==> src/rtl/spop_pkg.sv <==
// Shared types for the spare-opcode decoder.
// Assumes: one decoded kind per accepted instruction.
package spop_pkg;
    typedef enum logic [2:0] {
        K_NONE = 3'd0,
        K_NOP  = 3'd1,
        K_OUT  = 3'd2,
        K_CEN  = 3'd3,
        K_CSET = 3'd4,
        K_IN   = 3'd5
    } spop_kind_e;
endpackage

==> src/rtl/spop_decode.sv <==
// Combinational classifier: turns the instruction register into one kind.
// Assumes: the base opcode has the input-bus code absent from its bus field,
// so a spare-opcode match and an input read never coincide.
module spop_decode #(
    parameter int                IRW         = 8,
    parameter logic [IRW-1:0]    BASE_OPCODE = 8'h02,
    parameter int                SEL_LSB     = 2,
    parameter int                BUS_LSB     = 0,
    parameter int                BUS_W       = 2,
    parameter logic [BUS_W-1:0]  IN_BUS_CODE = 2'b11
) (
    input  logic                  exec_en,
    input  logic [IRW-1:0]        ir,
    output spop_pkg::spop_kind_e  kind
);
    import spop_pkg::*;

    localparam logic [IRW-1:0] SEL_MASK = IRW'(3) << SEL_LSB;
    localparam logic [IRW-1:0] BASE_FIX = BASE_OPCODE & ~SEL_MASK;

    logic       base_hit;
    logic       in_hit;
    logic [1:0] sel;

    // Match the fixed bits of the spare opcode and pick out the selector.
    always_comb begin
        base_hit = ((ir & ~SEL_MASK) == BASE_FIX);
        in_hit   = (ir[BUS_LSB +: BUS_W] == IN_BUS_CODE);
        sel      = ir[SEL_LSB +: 2];
    end

    // Map the match result onto a single kind.
    always_comb begin
        kind = K_NONE;
        if (exec_en) begin
            if (base_hit) begin
                unique case (sel)
                    2'd0: kind = K_NOP;
                    2'd1: kind = K_OUT;
                    2'd2: kind = K_CEN;
                    default: kind = K_CSET;
                endcase
            end else if (in_hit) begin
                kind = K_IN;
            end
        end
    end
endmodule

==> src/rtl/spop_io_port.sv <==
// I/O side: registers address, outgoing byte, strobes and drive enable,
// and captures the incoming byte when a read strobe ends.
// Assumes: the peripheral answers within the read-strobe cycle.
module spop_io_port #(
    parameter int DW = 8,
    parameter int AW = 8
) (
    input  logic                  clk,
    input  logic                  rst_n,
    input  spop_pkg::spop_kind_e  kind,
    input  logic [AW-1:0]         d_op,
    input  logic [DW-1:0]         acc,
    input  logic [DW-1:0]         io_din,
    output logic [DW-1:0]         io_dout,
    output logic                  io_drive,
    output logic [AW-1:0]         io_addr,
    output logic                  io_wr_n,
    output logic                  io_rd_n,
    output logic [DW-1:0]         io_rd_data
);
    import spop_pkg::*;

    // Address register: loaded by outputs and input reads, held otherwise.
    always_ff @(posedge clk) begin
        if (!rst_n)                            io_addr <= '0;
        else if (kind == K_OUT || kind == K_IN) io_addr <= d_op;
    end

    // Outgoing data register: loaded only by an output.
    always_ff @(posedge clk) begin
        if (!rst_n)             io_dout <= '0;
        else if (kind == K_OUT) io_dout <= acc;
    end

    // Write strobe and drive enable for one cycle after an output.
    always_ff @(posedge clk) begin
        if (!rst_n) begin
            io_wr_n  <= 1'b1;
            io_drive <= 1'b0;
        end else begin
            io_wr_n  <= (kind != K_OUT);
            io_drive <= (kind == K_OUT);
        end
    end

    // Read strobe for one cycle after an input read.
    always_ff @(posedge clk) begin
        if (!rst_n) io_rd_n <= 1'b1;
        else        io_rd_n <= (kind != K_IN);
    end

    // Capture the bus value at the edge that ends a read strobe.
    always_ff @(posedge clk) begin
        if (!rst_n)        io_rd_data <= '0;
        else if (!io_rd_n) io_rd_data <= io_din;
    end
endmodule

==> src/rtl/spop_carry_strobe.sv <==
// Carry control: one-cycle pulses for the enable write and the set,
// plus a held copy of the enable value.
// Assumes: the carry logic samples cen_val while cen_wr is high.
module spop_carry_strobe (
    input  logic                  clk,
    input  logic                  rst_n,
    input  spop_pkg::spop_kind_e  kind,
    input  logic                  acc_lsb,
    output logic                  cen_wr,
    output logic                  cen_val,
    output logic                  cset
);
    import spop_pkg::*;

    // Pulses follow the accepted sub-instruction by one cycle.
    always_ff @(posedge clk) begin
        if (!rst_n) begin
            cen_wr <= 1'b0;
            cset   <= 1'b0;
        end else begin
            cen_wr <= (kind == K_CEN);
            cset   <= (kind == K_CSET);
        end
    end

    // Enable value loaded with the write pulse and held after it.
    always_ff @(posedge clk) begin
        if (!rst_n)             cen_val <= 1'b0;
        else if (kind == K_CEN) cen_val <= acc_lsb;
    end
endmodule

==> src/rtl/spare_op_decoder.sv <==
// Top: decodes the spare no-operation opcode into I/O output, carry-enable
// write and carry set, and turns input-port reads into addressed reads.
// Assumes: exec_en marks the single edge at which an instruction executes.
module spare_op_decoder #(
    parameter int                IRW         = 8,
    parameter int                DW          = 8,
    parameter int                AW          = 8,
    parameter logic [IRW-1:0]    BASE_OPCODE = 8'h02,
    parameter int                SEL_LSB     = 2,
    parameter int                BUS_LSB     = 0,
    parameter int                BUS_W       = 2,
    parameter logic [BUS_W-1:0]  IN_BUS_CODE = 2'b11
) (
    input  logic           clk,
    input  logic           rst_n,
    input  logic           exec_en,
    input  logic [IRW-1:0] ir,
    input  logic [AW-1:0]  d_op,
    input  logic [DW-1:0]  acc,
    input  logic [DW-1:0]  io_din,
    output logic [DW-1:0]  io_dout,
    output logic           io_drive,
    output logic [AW-1:0]  io_addr,
    output logic           io_wr_n,
    output logic           io_rd_n,
    output logic [DW-1:0]  io_rd_data,
    output logic           cen_wr,
    output logic           cen_val,
    output logic           cset
);
    spop_pkg::spop_kind_e kind;

    spop_decode #(
        .IRW(IRW), .BASE_OPCODE(BASE_OPCODE), .SEL_LSB(SEL_LSB),
        .BUS_LSB(BUS_LSB), .BUS_W(BUS_W), .IN_BUS_CODE(IN_BUS_CODE)
    ) u_dec (
        .exec_en (exec_en),
        .ir      (ir),
        .kind    (kind)
    );

    spop_io_port #(.DW(DW), .AW(AW)) u_io (
        .clk        (clk),
        .rst_n      (rst_n),
        .kind       (kind),
        .d_op       (d_op),
        .acc        (acc),
        .io_din     (io_din),
        .io_dout    (io_dout),
        .io_drive   (io_drive),
        .io_addr    (io_addr),
        .io_wr_n    (io_wr_n),
        .io_rd_n    (io_rd_n),
        .io_rd_data (io_rd_data)
    );

    spop_carry_strobe u_cy (
        .clk     (clk),
        .rst_n   (rst_n),
        .kind    (kind),
        .acc_lsb (acc[0]),
        .cen_wr  (cen_wr),
        .cen_val (cen_val),
        .cset    (cset)
    );
endmodule

==> config.mk <==
export PLATFORM = sky130hd
export DESIGN_NAME = spare_op_decoder
export DESIGN_NICKNAME = d
export VERILOG_FILES = /design/src/rtl/spop_pkg.sv /design/src/rtl/spop_decode.sv /design/src/rtl/spop_io_port.sv /design/src/rtl/spop_carry_strobe.sv /design/src/rtl/spare_op_decoder.sv
export SDC_FILE = /design/constraint.sdc
export NUM_CORES = 1
export LEC_CHECK = 0
export ABC_AREA = 0
export BUFFER_PORTS_ARGS = -buffer_cell sky130_fd_sc_hd__buf_2
export CAP_MARGIN = 20
export CORE_UTILIZATION = 44
export CTS_CLUSTER_SIZE = 10
export DETAILED_ROUTE_END_ITERATION = 8
export GPL_TIMING_DRIVEN = 0
export PLACE_DENSITY = 0.78
export SLEW_MARGIN = 20
export SYNTH_ARGS = -nofsm -noshare
export SYNTH_HDL_FRONTEND = slang
export SYNTH_SLANG_ARGS = --single-unit
export TNS_END_PERCENT = 5
==> constraint.sdc <==
create_clock -name clk -period 2.1 [get_ports clk]
set_clock_uncertainty 0.15 [all_clocks]
set_input_delay 0.105 -clock clk [delete_from_list [all_inputs] [get_ports clk]]
set_output_delay 0.105 -clock clk [all_outputs]
set_load 0.01 [all_outputs]
==> impl_metrics.toml <==
[floorplan]
initial_utilization_pct = 48.4
fp.dieH_microns = 55.4
row_count = 18
die_area_sq_um = 3060
floorplan.core_area_sq_um = 2590
top_level_ports = 65
die_width_microns = 55.4

[sta]
slew_viol_final = 0
worstMarginPinSlew_ns = 0.526
post-route-period-util_pct = 90.0
final_critical_path_setup_slack_ns = 0.209
fin_setup_tns_ns = 0
grt_setup_unrepaired = "no"
final-hold-violation-count = 0
slew_headroom_pct = 65.0
fin_crit_ns = 1.89
setup-violations-final = 0
clock.fmax_ghz = 0.529

[global_route]
grt_pass1_wl_mm = 5.16
grt_use_total_pct = 21.1
vias_in_the_first_global_route = 1267
initial_antenna_violation_count = 0
grt_overflow = 0
grt_max_degree = 11

[power]
power.density_nw_per_um2 = 541
totalPowerFinal_mw = 1.04
power.static_leakage_nw = 0.968
power.ir.vdd_worst_mv = 0.441

[route]
detail_route.vias_per_cell = 4.81
routed_wl_mm = 2.98
ant_nets = 0
detailedRoute.firstPassIterationCount = 4
vias = 1246
route.detailed.drc = 0
drt-initial-drc-count = 16
routed_wirelength_normalized_by_instance_count_microns = 11.5

[synth]
synth_top_area_share_pct = 48.0
synthDominantAreaCellType = "sky130_fd_sc_hd__dfxtp_1"
yosys.area_share.adder_pct = 3.00
seq_area_frac_synth_pct = 48.0
synth.area.top_cells = "sky130_fd_sc_hd__dfxtp_1 (48%), sky130_fd_sc_hd__mux2i_1 (14%), sky130_fd_sc_hd__nand2_1 (8.7%)"
synth.avg_cell_area_sq_um = 9.49
synthSimpleGateAreaFrac_pct = 26.9
yosys.area_share.xor_xnor_pct = 0
synthesis.instances = 132
ys_seq_elements = 30
synth_compound_area_share_pct = 4.90
synth.cell_area_sq_um = 1250
yosys_warnings = 0
synth.mux.area_fraction_pct = 13.6
mappedNetlistNets = 170
synth.lib_cells_used.distinct = 27
synth_top_family_by_area = "simple AND/OR/NAND/NOR gates"

[placed_design]
gp_congestion = 0.775
hpwl_mm = 2.03
placement_stage_worst_setup_slack_ns = 0.251
placement.io_buffers = 63

[setup_path]
register_to_register_path_setup_slack_ns = 0.77
cp_data_arrival_time_ns = 1.99
startpoint_type = "input port"
worst_setup_path_end_kind = "flop"
crit_fanout = 4
timing.setup.critical_path_class = "in2reg"
critPathRequiredTime_ns = 2.20

[clock_network]
cts_tree = "done"
number_of_buffers_inserted_during_clock_tree_synthesis = 5
clk_transition_reported_paths_ns = 0.09
cts-htree-levels = 2
clk_path_buf_depth = 2
numClockSinks = 30
cts.root.buffer_cell = "sky130_fd_sc_hd__clkbuf_4"
worstSkewPairLatency_ns = 0.30

[run]
maxCapViolations = 0

[layout]
final.fill_count = 202
areaGrowthSynthToFinish_pct = 53.8
final_nets = 267
layout_cell_share_with_drive_strength_beyond_1_pct = 33.6
antenna_cells = 0
postLayoutCoreUtil_pct = 74.4

[status]
outcome = "completed"

[min_path]
min_path_type = "in2reg"
[power breakdown]
group	internal [mW]	switching [mW]
Sequential	0.578	0.00427
Combinational	0.0891	0.0690
Clock	0.126	0.175
[through the flow]
step	cell area, sq um	hold WS [ns]	cells
6_report	1930	0.0605	259
5_1_grt	1930	0.0748	259
4_1_cts	1920	0.0370	259
3_5_place_dp	1610	0.209	225
3_3_place_gp	1610	0.187	225
2_1_floorplan	1250	0.0289	132
[metal layers]
layer  share of wire [%]  up-vias  track usage (%)  routed length, microns
met3                 6.5        9             5.85                     194
met2                  49       51             38.2                    1460
li1                    -      640                -                       -
met1                  42      546             22.1                    1250
met4                 2.5        0             10.7                      74
met5                   0        -                0                       0
[cell usage after synthesis, drive strengths merged]
cell / instances
inv: 2
dfxtp: 30
nand4: 2
nor4b: 2
and3b: 2
nor2: 2
a32o: 1
mux2i: 17
and3: 2
nor4: 1
nor2b: 8
or4b: 1
clkbuf: 5
o21ai: 10
ha: 3
nand3: 10
buf: 3
nand2: 29
nor3: 1
or2b: 1
[state kept, by name (all words and copies together), names as in the netlist]
signal and cells:
u_io.io_drive 1, u_cy.cen_wr 1, u_io.io_rd_n 1, u_io.io_addr 8, u_io.io_dout 8, u_cy.cset 1, u_io.io_wr_n 1, u_cy.cen_val 1
u_io.io_rd_data 8
[path summary, 6_finish.rpt]
kind / startpoint / to / cells past startpoint
setup reg to reg: u_io.io_rd_n / u_io.io_rd_data[4] / 3
hold / removal: rst_n / u_io.io_dout[3] / 3
setup / recovery: ir[1] / u_cy.cset / 6
hold reg to reg: u_io.io_addr[6] / u_io.io_addr[6] / 2
[worst max-delay path, cell delays in order]
cell and delay (ns):
sky130_fd_sc_hd__dlygate4sd3_1 0.51, sky130_fd_sc_hd__buf_2 0.11, sky130_fd_sc_hd__nor4b_4 0.28, sky130_fd_sc_hd__nand3_1 0.16, sky130_fd_sc_hd__nor4b_2 0.25, sky130_fd_sc_hd__dlygate4sd3_1 0.57
[area by class of cell]
class	instances	area, sq um	share of cell area, %
buffer	8	38.8	2.01
clock buffer	7	45.0	2.34
tap	30	37.5	1.95
sequential	30	601	31.2
inverter	2	7.51	0.390
multi-input combinational	92	612	31.8
timing repair buffer	90	586	30.4
[kinds of logic (layout without fill, tap and decap cells)]
kind of cell / count (synthesis) / after routing
AOI/OAI and AO/OA: 11 / 11
adders and majority gates: 3 / 3
buffers and inverters: 10 / 107
DFF: 30 / 30
muxes: 17 / 17
and+or+nand+nor: 61 / 61
[cells in the final DEF, fill, tap and decap left out]
cell type	n
sky130_fd_sc_hd__a32o_2	1
sky130_fd_sc_hd__and3_1	2
sky130_fd_sc_hd__and3b_1	1
sky130_fd_sc_hd__and3b_2	1
sky130_fd_sc_hd__buf_1	1
sky130_fd_sc_hd__buf_2	64
sky130_fd_sc_hd__buf_6	1
sky130_fd_sc_hd__clkbuf_1	7
sky130_fd_sc_hd__clkbuf_4	5
sky130_fd_sc_hd__dfxtp_1	30
sky130_fd_sc_hd__dlygate4sd3_1	27
sky130_fd_sc_hd__ha_1	3
sky130_fd_sc_hd__inv_1	2
sky130_fd_sc_hd__mux2i_1	17
sky130_fd_sc_hd__nand2_1	29
sky130_fd_sc_hd__nand3_1	10
sky130_fd_sc_hd__nand4_1	1
sky130_fd_sc_hd__nand4_2	1
sky130_fd_sc_hd__nor2_1	1
sky130_fd_sc_hd__nor2_2	1
sky130_fd_sc_hd__nor2b_1	8
sky130_fd_sc_hd__nor3_1	1
sky130_fd_sc_hd__nor4_2	1
sky130_fd_sc_hd__nor4b_2	1
sky130_fd_sc_hd__nor4b_4	1
sky130_fd_sc_hd__o21ai_0	9
sky130_fd_sc_hd__o21ai_1	1
sky130_fd_sc_hd__or2b_1	1
sky130_fd_sc_hd__or4b_1	1
[timing repair]
action                     CTS  global route
hold endpoints to repair    27             0
setup endpoints to repair    0             1
hold buffers                27             0
buffers inserted             0             0
resized for setup            0             1
Power figures use the tool's default switching activity.
